### src/rtl/tribus_pkg.sv
package tribus_pkg;

  localparam int INC_STEP = 4;

  localparam logic [3:0] OP_NOP  = 4'd0;
  localparam logic [3:0] OP_ADD  = 4'd1;
  localparam logic [3:0] OP_SUB  = 4'd2;
  localparam logic [3:0] OP_AND  = 4'd3;
  localparam logic [3:0] OP_OR   = 4'd4;
  localparam logic [3:0] OP_XOR  = 4'd5;
  localparam logic [3:0] OP_MOVA = 4'd6;
  localparam logic [3:0] OP_MOVB = 4'd7;
  localparam logic [3:0] OP_ADD4 = 4'd8;

  typedef enum logic [2:0] {
    ALU_ADD, ALU_SUB, ALU_AND, ALU_OR, ALU_XOR, ALU_PASSA, ALU_PASSB
  } alu_fn_e;

  typedef enum logic [1:0] {BSRC_REG, BSRC_PC, BSRC_K4} bsrc_e;

  typedef enum logic [1:0] {
    ST_ADDR, ST_WAIT, ST_LOAD_IR, ST_EXEC
  } step_e;

  typedef struct packed {
    alu_fn_e fn;
    bsrc_e   bsrc;
    logic    wr;
  } dec_s;

  function automatic dec_s decode_op(input logic [3:0] op);
    dec_s d;
    d.fn   = ALU_PASSB;
    d.bsrc = BSRC_REG;
    d.wr   = 1'b1;
    case (op)
      OP_ADD:  d.fn = ALU_ADD;
      OP_SUB:  d.fn = ALU_SUB;
      OP_AND:  d.fn = ALU_AND;
      OP_OR:   d.fn = ALU_OR;
      OP_XOR:  d.fn = ALU_XOR;
      OP_MOVA: d.fn = ALU_PASSA;
      OP_MOVB: d.fn = ALU_PASSB;
      OP_ADD4: begin d.fn = ALU_ADD; d.bsrc = BSRC_K4; end
      default: d.wr = 1'b0;
    endcase
    return d;
  endfunction

endpackage

### src/rtl/tribus_regfile.sv
module tribus_regfile #(
  parameter int DW   = 32,
  parameter int NREG = 8,
  localparam int AW  = $clog2(NREG)
) (
  input  logic          clk,
  input  logic          rst_n,
  input  logic [AW-1:0] ra_a,
  input  logic [AW-1:0] ra_b,
  output logic [DW-1:0] rd_a,
  output logic [DW-1:0] rd_b,
  input  logic          we,
  input  logic [AW-1:0] wa,
  input  logic [DW-1:0] wd
);

  logic [DW-1:0]   regs [NREG];
  logic [NREG-1:0] wsel;

  for (genvar g = 0; g < NREG; g++) begin : g_wsel
    assign wsel[g] = we && (wa == AW'(g));
  end

  always_ff @(posedge clk or negedge rst_n) begin
    if (!rst_n) begin
      for (int i = 0; i < NREG; i++) regs[i] <= '0;
    end else begin
      for (int i = 0; i < NREG; i++)
        if (wsel[i]) regs[i] <= wd;
    end
  end

  // reads see the array before this cycle's write (old value)
  assign rd_a = regs[ra_a];
  assign rd_b = regs[ra_b];

  p_write_commits_r7: assert property (@(posedge clk) disable iff (!rst_n)
    we |=> regs[$past(wa)] == $past(wd));

  p_one_write_target_r12: assert property (@(posedge clk) disable iff (!rst_n)
    $onehot0(wsel));

endmodule

### src/rtl/tribus_alu.sv
module tribus_alu
  import tribus_pkg::*;
#(
  parameter int DW = 32
) (
  input  alu_fn_e       fn,
  input  logic [DW-1:0] bus_a,
  input  logic [DW-1:0] bus_b,
  output logic [DW-1:0] bus_c
);

  function automatic logic [DW-1:0] alu_calc(input alu_fn_e f,
                                             input logic [DW-1:0] a,
                                             input logic [DW-1:0] b);
    case (f)
      ALU_ADD:   return a + b;
      ALU_SUB:   return a - b;
      ALU_AND:   return a & b;
      ALU_OR:    return a | b;
      ALU_XOR:   return a ^ b;
      ALU_PASSA: return a;
      default:   return b;
    endcase
  endfunction

  assign bus_c = alu_calc(fn, bus_a, bus_b);

endmodule

### src/rtl/tribus_ctrl.sv
module tribus_ctrl
  import tribus_pkg::*;
#(
  parameter int DW   = 32,
  parameter int RIDX = 3,
  localparam int OPL = 3 * RIDX
) (
  input  logic            clk,
  input  logic            rst_n,
  input  logic [DW-1:0]   bus_c,
  input  logic [DW-1:0]   mem_rdata,
  input  logic            mem_mfc,
  output logic [DW-1:0]   pc,
  output logic [DW-1:0]   mar,
  output logic            rd_req,
  output logic [RIDX-1:0] sel_a,
  output logic [RIDX-1:0] sel_b,
  output logic [RIDX-1:0] sel_d,
  output alu_fn_e         fn,
  output bsrc_e           bsrc,
  output logic            rf_we
);

  step_e         step_q;
  logic [DW-1:0] pc_q, mar_q, mdr_q, ir_q;
  logic          req_q;
  logic [3:0]    opcode;
  dec_s          dec;
  logic          in_addr, in_exec, mfc_take;

  function automatic logic [DW-1:0] pc_next(input logic [DW-1:0] v);
    return v + DW'(INC_STEP);
  endfunction

  assign opcode   = ir_q[OPL+3:OPL];
  assign dec      = decode_op(opcode);
  assign in_addr  = (step_q == ST_ADDR);
  assign in_exec  = (step_q == ST_EXEC);
  assign mfc_take = (step_q == ST_WAIT) && mem_mfc;

  always_ff @(posedge clk or negedge rst_n) begin
    if (!rst_n) begin
      step_q <= ST_ADDR;
      pc_q   <= '0;
      mar_q  <= '0;
      mdr_q  <= '0;
      ir_q   <= '0;
      req_q  <= 1'b0;
    end else begin
      case (step_q)
        ST_ADDR: begin
          mar_q  <= bus_c;
          pc_q   <= pc_next(pc_q);
          req_q  <= 1'b1;
          step_q <= ST_WAIT;
        end
        ST_WAIT: begin
          if (mfc_take) begin
            mdr_q  <= mem_rdata;
            req_q  <= 1'b0;
            step_q <= ST_LOAD_IR;
          end
        end
        ST_LOAD_IR: begin
          ir_q   <= mdr_q;
          step_q <= ST_EXEC;
        end
        default: step_q <= ST_ADDR;
      endcase
    end
  end

  always_comb begin
    fn    = ALU_PASSB;
    bsrc  = BSRC_REG;
    rf_we = 1'b0;
    if (in_addr) begin
      bsrc = BSRC_PC;
    end else if (in_exec) begin
      fn    = dec.fn;
      bsrc  = dec.bsrc;
      rf_we = dec.wr;
    end
  end

  assign pc     = pc_q;
  assign mar    = mar_q;
  assign rd_req = req_q;
  assign sel_b  = ir_q[RIDX-1:0];
  assign sel_a  = ir_q[2*RIDX-1:RIDX];
  assign sel_d  = ir_q[3*RIDX-1:2*RIDX];

  p_mar_old_pc_r2: assert property (@(posedge clk) disable iff (!rst_n)
    $rose(req_q) |-> (mar_q == pc_q - DW'(INC_STEP)));

  p_pc_by_four_r3: assert property (@(posedge clk) disable iff (!rst_n)
    !$stable(pc_q) |-> (pc_q == $past(pc_q) + DW'(INC_STEP)));

  p_req_drops_r4: assert property (@(posedge clk) disable iff (!rst_n)
    (req_q && mem_mfc) |=> !req_q);

  p_mdr_on_mfc_r4: assert property (@(posedge clk) disable iff (!rst_n)
    !$stable(mdr_q) |-> $past(mem_mfc));

  p_ir_from_mdr_r5: assert property (@(posedge clk) disable iff (!rst_n)
    in_exec |-> (ir_q == mdr_q));

endmodule

### src/rtl/tribus_core.sv
module tribus_core
  import tribus_pkg::*;
#(
  parameter int DW   = 32,
  parameter int NREG = 8,
  localparam int RIDX = $clog2(NREG)
) (
  input  logic            clk,
  input  logic            rst_n,
  output logic [DW-1:0]   mem_addr,
  output logic            mem_rd,
  input  logic [DW-1:0]   mem_rdata,
  input  logic            mem_mfc,
  output logic            wb_en,
  output logic [RIDX-1:0] wb_sel,
  output logic [DW-1:0]   wb_data
);

  logic [DW-1:0]   bus_a, bus_b, bus_c, rf_b, pc;
  logic [RIDX-1:0] sel_a, sel_b, sel_d;
  alu_fn_e         fn;
  bsrc_e           bsrc;
  logic            rf_we;

  tribus_ctrl #(.DW(DW), .RIDX(RIDX)) u_ctrl (
    .clk(clk), .rst_n(rst_n), .bus_c(bus_c), .mem_rdata(mem_rdata),
    .mem_mfc(mem_mfc), .pc(pc), .mar(mem_addr), .rd_req(mem_rd),
    .sel_a(sel_a), .sel_b(sel_b), .sel_d(sel_d), .fn(fn), .bsrc(bsrc),
    .rf_we(rf_we)
  );

  tribus_regfile #(.DW(DW), .NREG(NREG)) u_rf (
    .clk(clk), .rst_n(rst_n), .ra_a(sel_a), .ra_b(sel_b),
    .rd_a(bus_a), .rd_b(rf_b), .we(rf_we), .wa(sel_d), .wd(bus_c)
  );

  always_comb begin
    case (bsrc)
      BSRC_PC: bus_b = pc;
      BSRC_K4: bus_b = DW'(INC_STEP);
      default: bus_b = rf_b;
    endcase
  end

  tribus_alu #(.DW(DW)) u_alu (
    .fn(fn), .bus_a(bus_a), .bus_b(bus_b), .bus_c(bus_c)
  );

  assign wb_en   = rf_we;
  assign wb_sel  = sel_d;
  assign wb_data = bus_c;

  p_no_wb_during_fetch_r5: assert property (@(posedge clk) disable iff (!rst_n)
    mem_rd |-> !wb_en);

endmodule

### config.mk
export PLATFORM = sky130hd
export DESIGN_NAME = tribus_core
export DESIGN_NICKNAME = d
export VERILOG_FILES = /design/src/rtl/tribus_pkg.sv /design/src/rtl/tribus_regfile.sv /design/src/rtl/tribus_alu.sv /design/src/rtl/tribus_ctrl.sv /design/src/rtl/tribus_core.sv
export SDC_FILE = /design/constraint.sdc
export NUM_CORES = 1
export LEC_CHECK = 0
export BUFFER_PORTS_ARGS = -buffer_cell sky130_fd_sc_hd__buf_2
export CAP_MARGIN = 20
export CORE_UTILIZATION = 47
export CTS_CLUSTER_SIZE = 30
export DETAILED_ROUTE_END_ITERATION = 7
export PLACE_DENSITY = 0.63
export SLEW_MARGIN = 20
export SYNTH_ARGS = -nofsm -noshare
export SYNTH_HDL_FRONTEND = slang
export SYNTH_SLANG_ARGS = --single-unit
### constraint.sdc
create_clock -name clk -period 12.82 [get_ports clk]
set_clock_uncertainty 0.2 [all_clocks]
set_input_delay 0 -clock clk [delete_from_list [all_inputs] [get_ports clk]]
set_output_delay 0 -clock clk [all_outputs]
set_load 0.005 [all_outputs]
==> flow_metrics.env, run 1 <==
export IMPL_die_height_um=219.5
export IMPL_pwr_share_comb_pct=59.3
export IMPL_slew_headroom_pct=21.65
export IMPL_p_clk_share_pct=16.0
export IMPL_place_congestion=0.9616
export IMPL_crit_top_cell="a21oi_1"
export IMPL_synth_cell_types=74
export IMPL_grt_pass1_wl_mm=102.6
export IMPL_design_area_mm2=0.02506
export IMPL_ant_nets=0
export IMPL_synth_most_common_cell="dfrtp_1"
export IMPL_rrSetupSlack_ns=4.21
export IMPL_p_int_mw=4.230
export IMPL_synth_top_cell_by_area="dfrtp_1"
export IMPL_numClockSinks=347
export IMPL_setup_tns_ns=0
export IMPL_diodes=0
export IMPL_powerDensity_mw_per_mm2=316.2
export IMPL_grt_max_degree=157
export IMPL_synth_nets=2256
export IMPL_area_growth_pct=12.69
export IMPL_reg2reg_to="u_rf.regs[223]"
export IMPL_rr_worst_depth=23
export IMPL_yosys_top_cells_count="347 x dfrtp_1, 246 x nand2_1, 213 x mux2_2, 154 x mux2i_1, 104 x a21oi_1"
export IMPL_switchingPower_mw=3.693
export IMPL_nNetsFinal=2316
export IMPL_yosysTopAreaCellShare_pct=39.05
export IMPL_instances_no_fill=2816
export IMPL_drive_above_1_share_pct=24.08
export IMPL_synthCells=2118
export IMPL_setup_violations=0
export IMPL_dp_cells=2711
export IMPL_final_max_slew_violation_count=0
export IMPL_rows=79
export IMPL_clock_fmax_ghz=0.1096
export IMPL_period_needed_ns=9.122
export IMPL_synth_edf_count=0
export IMPL_drtIter0Drc=1626
export IMPL_syn_area_per_cell_um2=10.50
export IMPL_placed_cell_area_mm2=0.02325
export IMPL_postCtsSetupBuffers=0
export IMPL_wirelength_mm=66.26
export IMPL_dp_hpwl_mm=43.18
export IMPL_clkSlewWorstSetupHoldPaths_ns=0.06
export IMPL_crit_slowest_cell="nor4_1"
export IMPL_power_total_mw=7.924
export IMPL_rsz0062_at_grt="no"
export IMPL_cts_buffers=42
export IMPL_clkLatencyLatePin_ns=0.58
export IMPL_synth_area_leaders="dfrtp_1 39%, mux2_2 11%, mux4_2 7.5%"
export IMPL_drt_pass1_iterations=7
export IMPL_worst_pin_slew_ns=1.175
export IMPL_worstPathArrival_ns=8.92
export IMPL_ir_drop_v=0.0001534
export IMPL_cts_tree="built"
export IMPL_drt_vias_per_instance=6.203
export IMPL_grt_overflow=0
export IMPL_cp_max_fo=38
export IMPL_violations="DRC"
export IMPL_syn_area_mm2=0.02224
export IMPL_htreeDepth=2
export IMPL_antenna_found_initial=0
export IMPL_switching_share_pct=46.61
export IMPL_hold_class="in2reg"
export IMPL_startpoint="u_ctrl.step_q[0]"
export IMPL_crit_path_max_incr_delay_ns=0.99
export IMPL_leakagePower_nw=11.97
export IMPL_coreArea_mm2=0.04665
export IMPL_hold_depth=3
export IMPL_path_class="reg2out"
export IMPL_pwr_share_seq_pct=24.7
export IMPL_crit_required_ns=12.62
export IMPL_clockRootBuffer="clkbuf_16"
export IMPL_wl_per_cell_um=23.53
export IMPL_status="finished with violations"
export IMPL_synthFlopType="dfrtp_1"
export IMPL_grt_pass1_vias=17210
export IMPL_async_flop_share_pct=100.0
export IMPL_hold_viol_final=0
export IMPL_hold_end="u_ctrl.mdr_q[12]"
export IMPL_grt_usage_pct=28.08
export IMPL_clk_path_buf_depth=3
export IMPL_ios=104
export IMPL_finalCritPeriodShare_pct=71.15
export IMPL_ys_ff_latch=347
export IMPL_initial_utilization_pct=47.66
export IMPL_drc=14
export IMPL_dieArea_mm2=0.04819
export IMPL_setup_worst_path_start_class="flop"
export IMPL_yosysSeqAreaShare_pct=39.05
export IMPL_final_util_pct=53.71
export IMPL_cts_resized=0
export IMPL_vias=17470
export IMPL_io_buffer_count=84
export IMPL_chipWidth_um=219.5
export IMPL_yosys_warnings=0
export IMPL_r2r_start="u_ctrl.step_q[0]"
export IMPL_end_kind="primary output"
export IMPL_timing_critical_path_cells="inv_1, ha_2, buf_4, a41oi_4, buf_4, and3_1, a31oi_1, nand3_1, nor4_1, nor2b_1, a21oi_1, xnor2_1, ha_1, a21oi_1, o21ai_0, a311oi_1, a21oi_1, o31ai_1, a31oi_1, o221ai_1, mux2i_1, nor4_4, inv_1, buf_2"
export IMPL_maxCapViolations=0
export IMPL_worstHoldStart="mem_rdata[12]"
==> cell usage in the layout, fill, tap and decap left out, types with 6 or more instances in the layout <==
master	instances
o21a_1	19
a22oi_1	56
and2_1	8
a21oi_2	7
a31oi_1	17
mux4_2	74
nor3_1	13
clkbuf_8	12
buf_2	84
and3_1	18
nand4_1	12
mux2_2	213
dfrtp_1	341
mux2i_1	154
ha_1	101
or2_2	8
o2111ai_1	7
dlygate4sd3_1	27
nand3_1	63
xor2_1	11
nand2b_1	14
a21o_1	9
o211ai_1	6
o31a_1	11
xnor2_1	65
a221oi_1	18
o21ai_0	100
nor2_1	70
a221o_1	6
buf_4	42
inv_1	92
a211oi_1	7
nand2_1	245
clkbuf_1	7
clkbuf_16	45
a21oi_1	102
o31ai_1	10
nor2b_1	16
==> routing by layer <==
| layer | vias to the layer above | routed length (um) | track usage, % |
|---|---|---|---|
| li1 | 7839 | - | - |
| met1 | 8835 | 28610 | 38.32 |
| met2 | 660 | 31160 | 45.47 |
| met3 | 134 | 4288 | 3.823 |
| met4 | 0 | 2199 | 10.42 |
| met5 | - | 0 | 0 |
==> worst max-delay path by stage <==
stage | to
after CTS | wb_data[31]
after global placement | u_rf.regs[223]
final | wb_data[31]
after floorplan | u_rf.regs[127]
after global routing | wb_data[31]
after detailed placement | u_rf.regs[223]
==> worst max-delay path, delay by kind of cell, from the launching register on <==
kind	cells	cell delay [ns]
AND/OR/NAND/NOR	5	2.64
flip-flops	1	0.41
multiplexers	1	0.19
adder cells (fa/ha/maj)	2	1.09
XOR/XNOR	1	0.17
buffers and inverters	5	1.15
AO/OA/AOI/OAI	10	2.62
==> layout make-up <==
cell class,count,area [um^2]
clock buffers,64,1318
clock inverters,11,170.2
fillers,4102,21590
inverters,92,345.3
multi-input cells,1537,12670
flip-flops and latches,347,8696
well taps,607,759.5
repair buffers,158,1101
==> power groups by stage <==
stage | combinational, mW | sequential [mW] | clock (mW)
2_1_floorplan | 3.48 | 1.70 | 0
4_1_cts | 4.65 | 1.95 | 1.29
3_5_place_dp | 4.61 | 1.96 | 0
5_1_grt | 5.14 | 2.01 | 1.34
3_3_place_gp | 4.49 | 1.93 | 0
6_report | 4.70 | 1.96 | 1.27
==> kinds of logic (layout without fill, tap and decap cells) <==
| group | Yosys count | count (layout) | share of synthesized area, % |
|---|---|---|---|
| buffers and inverters | 234 | 325 | 4.344 |
| AOI/OAI and AO/OA | 411 | 411 | 12.06 |
| xor gates and xnor gates | 76 | 76 | 2.993 |
| adders and majority gates | 103 | 103 | 5.829 |
| and+or+nand+nor | 506 | 506 | 10.52 |
| muxes | 441 | 441 | 25.21 |
| DFF | 347 | 347 | 39.05 |
==> what timing repair did <==
item / 4_1_cts / 5_1_grt
setup endpoints to repair: 0 / 0
endpoints found under the hold margin: 135 / 0
hold buffers: 28 / 0
==> through the flow <==
step,hold WS [ns],setup WS [ns]
after floorplan,-0.4956,7.033
after global placement,-0.05459,4.500
after detailed placement,-0.02929,4.386
after CTS,0.0001036,3.832
after global routing,0.04918,3.124
final,0.05397,3.698
==> registers in the layout (all words and copies together), names as in the netlist <==
| name | cells |
|---|---|
| u_ctrl.mar | 32 |
| u_ctrl.step_q | 2 |
| u_ctrl.ir_q | 13 |
| u_ctrl.mdr_q | 13 |
| u_ctrl.pc | 30 |
| u_rf.regs | 256 |
| u_ctrl.rd_req | 1 |
No activity file was read; power rests on OpenSTA's default activity.
==> run 2: changes to the inputs <==
--- a/config.mk
+++ b/config.mk
@@ -5,6 +5,7 @@
 export SDC_FILE = /design/constraint.sdc
 export NUM_CORES = 1
 export LEC_CHECK = 0
+export ABC_AREA = 1
 export BUFFER_PORTS_ARGS = -buffer_cell sky130_fd_sc_hd__buf_2
 export CAP_MARGIN = 20
 export CORE_UTILIZATION = 47
==> constraint.sdc (replaced) <==
create_clock -name clk -period 8.4 [get_ports clk]
set_clock_uncertainty 0.2 [all_clocks]
set_input_delay 0 -clock clk [delete_from_list [all_inputs] [get_ports clk]]
set_output_delay 0 -clock clk [all_outputs]
set_load 0.005 [all_outputs]
==> run 2 against run 1 <==
  * The flow now finishes without violations
  * Die area increased by 5.8%
  * Global-route usage increased by 3.1 points
  * Clock power up 46%
  * Sequential power up 28%
  * Critical endpoint is now wb_data[24]
  * Largest power group unchanged
  * Highest routed layer unchanged
==> flow_metrics.env, run 2 <==
export IMPL_diodes=0
export IMPL_vias=22570
export IMPL_die_height_um=225.8
export IMPL_worst_pin_slew_ns=1.038
export IMPL_yosys_warnings=0
export IMPL_setup_tns_ns=0
export IMPL_finalCritPeriodShare_pct=80.83
export IMPL_final_max_slew_violation_count=0
export IMPL_largest_reg_flops=256
export IMPL_grt_usage_pct=31.19
export IMPL_path_class="reg2out"
export IMPL_end_kind="primary output"
export IMPL_setup_ws_ns=1.610
export IMPL_ios=104
export IMPL_leakagePower_nw=12.71
export IMPL_synthCells=3293
export IMPL_syn_area_mm2=0.02353
export IMPL_ant_nets=0
export IMPL_postCtsSetupBuffers=0
export IMPL_antenna_found_initial=0
export IMPL_met1Wirelength_mm=34.31
export IMPL_rows=81
export IMPL_routed_top_layer="met4"
export IMPL_clkLatencyLatePin_ns=0.59
export IMPL_instances_no_fill=4011
export IMPL_cts_resized=0
export IMPL_wl_met3_mm=5.105
export IMPL_maxCapViolations=0
export IMPL_cp_max_fo=43
export IMPL_top_register="u_rf.regs"
export IMPL_synth_compound_area_share_pct=17.16
export IMPL_ir_drop_v=0.0002706
export IMPL_place_congestion=1.001
export IMPL_hold_buffers=43
export IMPL_synthFlopType="dfrtp_1"
export IMPL_synthAdderAreaFrac_pct=5.508
export IMPL_final_util_pct=52.93
export IMPL_nNetsFinal=3458
export IMPL_coreArea_mm2=0.04915
export IMPL_drt_pass1_iterations=5
export IMPL_grt_overflow=0
export IMPL_worstPathArrival_ns=6.59
export IMPL_chipWidth_um=225.8
export IMPL_dp_hpwl_mm=50.02
export IMPL_htreeDepth=2
export IMPL_numClockSinks=347
export IMPL_drive_above_1_share_pct=10.94
export IMPL_powerDensity_mw_per_mm2=470.7
export IMPL_cts_tree="built"
export IMPL_cts_buffers=42
export IMPL_yosysSeqAreaShare_pct=36.90
export IMPL_wirelength_mm=78.40
export IMPL_drtIter0Drc=2227
export IMPL_clkSlewWorstSetupHoldPaths_ns=0.06
export IMPL_status="complete, no violations"
export IMPL_io_buffer_count=84
export IMPL_period_needed_ns=6.790
export IMPL_synth_mux_area_share_pct=0
export IMPL_crit_required_ns=8.20
export IMPL_hold_viol_final=0
export IMPL_grt_max_degree=82
export IMPL_setup_violations=0
export IMPL_dieArea_mm2=0.05097
export IMPL_synth_nets=3431
export IMPL_synth_edf_count=0
export IMPL_hold_class="in2reg"
export IMPL_synth_area_leaders="dfrtp_1 37%, nand2_1 14%, o21ai_0 8.8%"
export IMPL_clk_path_buf_depth=3
export IMPL_pre_cts_slack_ns=2.245
export IMPL_setup_worst_path_start_class="flop"
export IMPL_final_common_cell="nand2_1"
export IMPL_met2_length_mm=36.07
export IMPL_dp_cells=3897
export IMPL_synth_most_common_cell="nand2_1"
export IMPL_synth_top_family_by_area="simple AND/OR/NAND/NOR gates"
export IMPL_drc=0
export IMPL_async_flop_share_pct=100.0
export IMPL_grt_pass1_wl_mm=123.1
export IMPL_synth_cell_types=61
export IMPL_grt_pass1_vias=21690
export IMPL_slew_headroom_pct=30.73
export IMPL_yosys_area_share_simple_pct=28.17
export IMPL_clockRootBuffer="clkbuf_16"
export IMPL_clock_fmax_ghz=0.1473
export IMPL_rsz0062_at_grt="no"
export IMPL_ys_ff_latch=347
export IMPL_mostFrequentLayoutCells="908 x nand2_1, 412 x o21ai_0, 350 x inv_1"
export IMPL_initial_utilization_pct=47.88
export IMPL_yosys_top_cells_count="908 x nand2_1, 412 x o21ai_0, 351 x inv_1, 347 x dfrtp_1, 278 x nand3_1"
export IMPL_wl_per_cell_um=19.55
export IMPL_yosys_area_share_xor_xnor_pct=2.121
export IMPL_area_growth_pct=10.56
export IMPL_syn_area_per_cell_um2=7.147
export IMPL_synth_top_cell_by_area="dfrtp_1"
export IMPL_yosysTopAreaCellShare_pct=36.90
export IMPL_drt_vias_per_instance=5.628
==> run 2: changes by cell type after synthesis, sizes merged, moves of 36 or more <==
cell and change:
mux4 -74, inv +276, nand3 +241, xnor2 -55, nor2 +89, xor2 +36, a21oi +75, nand2 +714
mux2 -213, a22oi -54, o21ai +338, mux2i -154
==> run 2: layer usage <==
| metal | track usage, % | vias up |
|---|---|---|
| met2 | 50.44 | 878 |
| met3 | 4.124 | 177 |
| li1 | - | 10760 |
| met4 | 13.03 | 0 |
| met5 | 0 | - |
| met1 | 41.89 | 10760 |
==> run 2: through the flow <==
stage / power (mW) / instance area [um^2] / hold WS [ns]
finish: 12.25 / 26020 / 0.09156
global route: 13.33 / 26020 / 0.1271
CTS: 12.16 / 26020 / 0.07789
detailed placement: 10.21 / 24210 / -0.1590
global placement: 10.02 / 24210 / -0.1603
floorplan: 7.960 / 23530 / -0.4956
==> run 2: kinds of logic (layout without fill, tap and decap cells) <==
| logic type | count (synthesis) | after routing |
|---|---|---|
| buffers and inverters | 561 | 615 |
| and+or+nand+nor | 1500 | 1500 |
| DFF | 347 | 347 |
| xor gates and xnor gates | 57 | 57 |
| adders and majority gates | 103 | 103 |
| AOI/OAI and AO/OA | 725 | 725 |
==> run 2: critical path, stage by stage, from the launching register on <==
cell and delay (ns):
dfrtp_1 0.37, inv_1 0.10, ha_1 0.23, inv_2 0.07
buf_4 0.47, nand2_4 0.34, inv_4 0.60, nand3_2 0.24
ha_1 0.29, nand3_2 0.11, nor2_4 0.05, nand3_2 0.10
nand2_1 0.08, xor2_1 0.17, ha_1 0.35, nand2_1 0.10
nor2_1 0.13, nor3b_1 0.44, nand3_1 0.14, nand3_1 0.20
a21o_1 0.22, a21oi_1 0.08, o21ai_0 0.09, nand3_1 0.11
o21ai_1 0.55, inv_1 0.14, buf_2 0.18
==> run 2: final timing paths <==
check | start | endpoint | slack (ns) | cells after the start
max reg2reg | u_ctrl.step_q[0] | u_ctrl.mar[21] | 2.12 | 27
min reg2reg | u_ctrl.pc[31] | u_ctrl.pc[31] | 0.27 | 1
min | mem_mfc | u_ctrl.step_q[0] | 0.09 | 4
min in group asynchronous | rst_n | u_rf.regs[244] | 0.43 | 4
max | u_ctrl.step_q[0] | wb_data[24] | 1.61 | 26
max in group asynchronous | rst_n | u_ctrl.ir_q[0] | 6.28 | 5
==> run 2: layout make-up <==
type	count	area, um^2
clock buffer	54	1146
clock inverter	17	215.2
fill	4796	23130
inverter	371	1400
multi-input combinational	2385	12490
sequential	347	8693
tap	664	830.8
timing repair buffer	173	1240
==> run 2: power by group <==
| part | internal, mW | total (mW) | switching [mW] |
|---|---|---|---|
| Clock | 1.09 | 1.85 | 0.761 |
| Combinational | 2.43 | 7.90 | 5.47 |
| Sequential | 2.19 | 2.51 | 0.317 |
| Total | 5.70 | 12.2 | 6.54 |
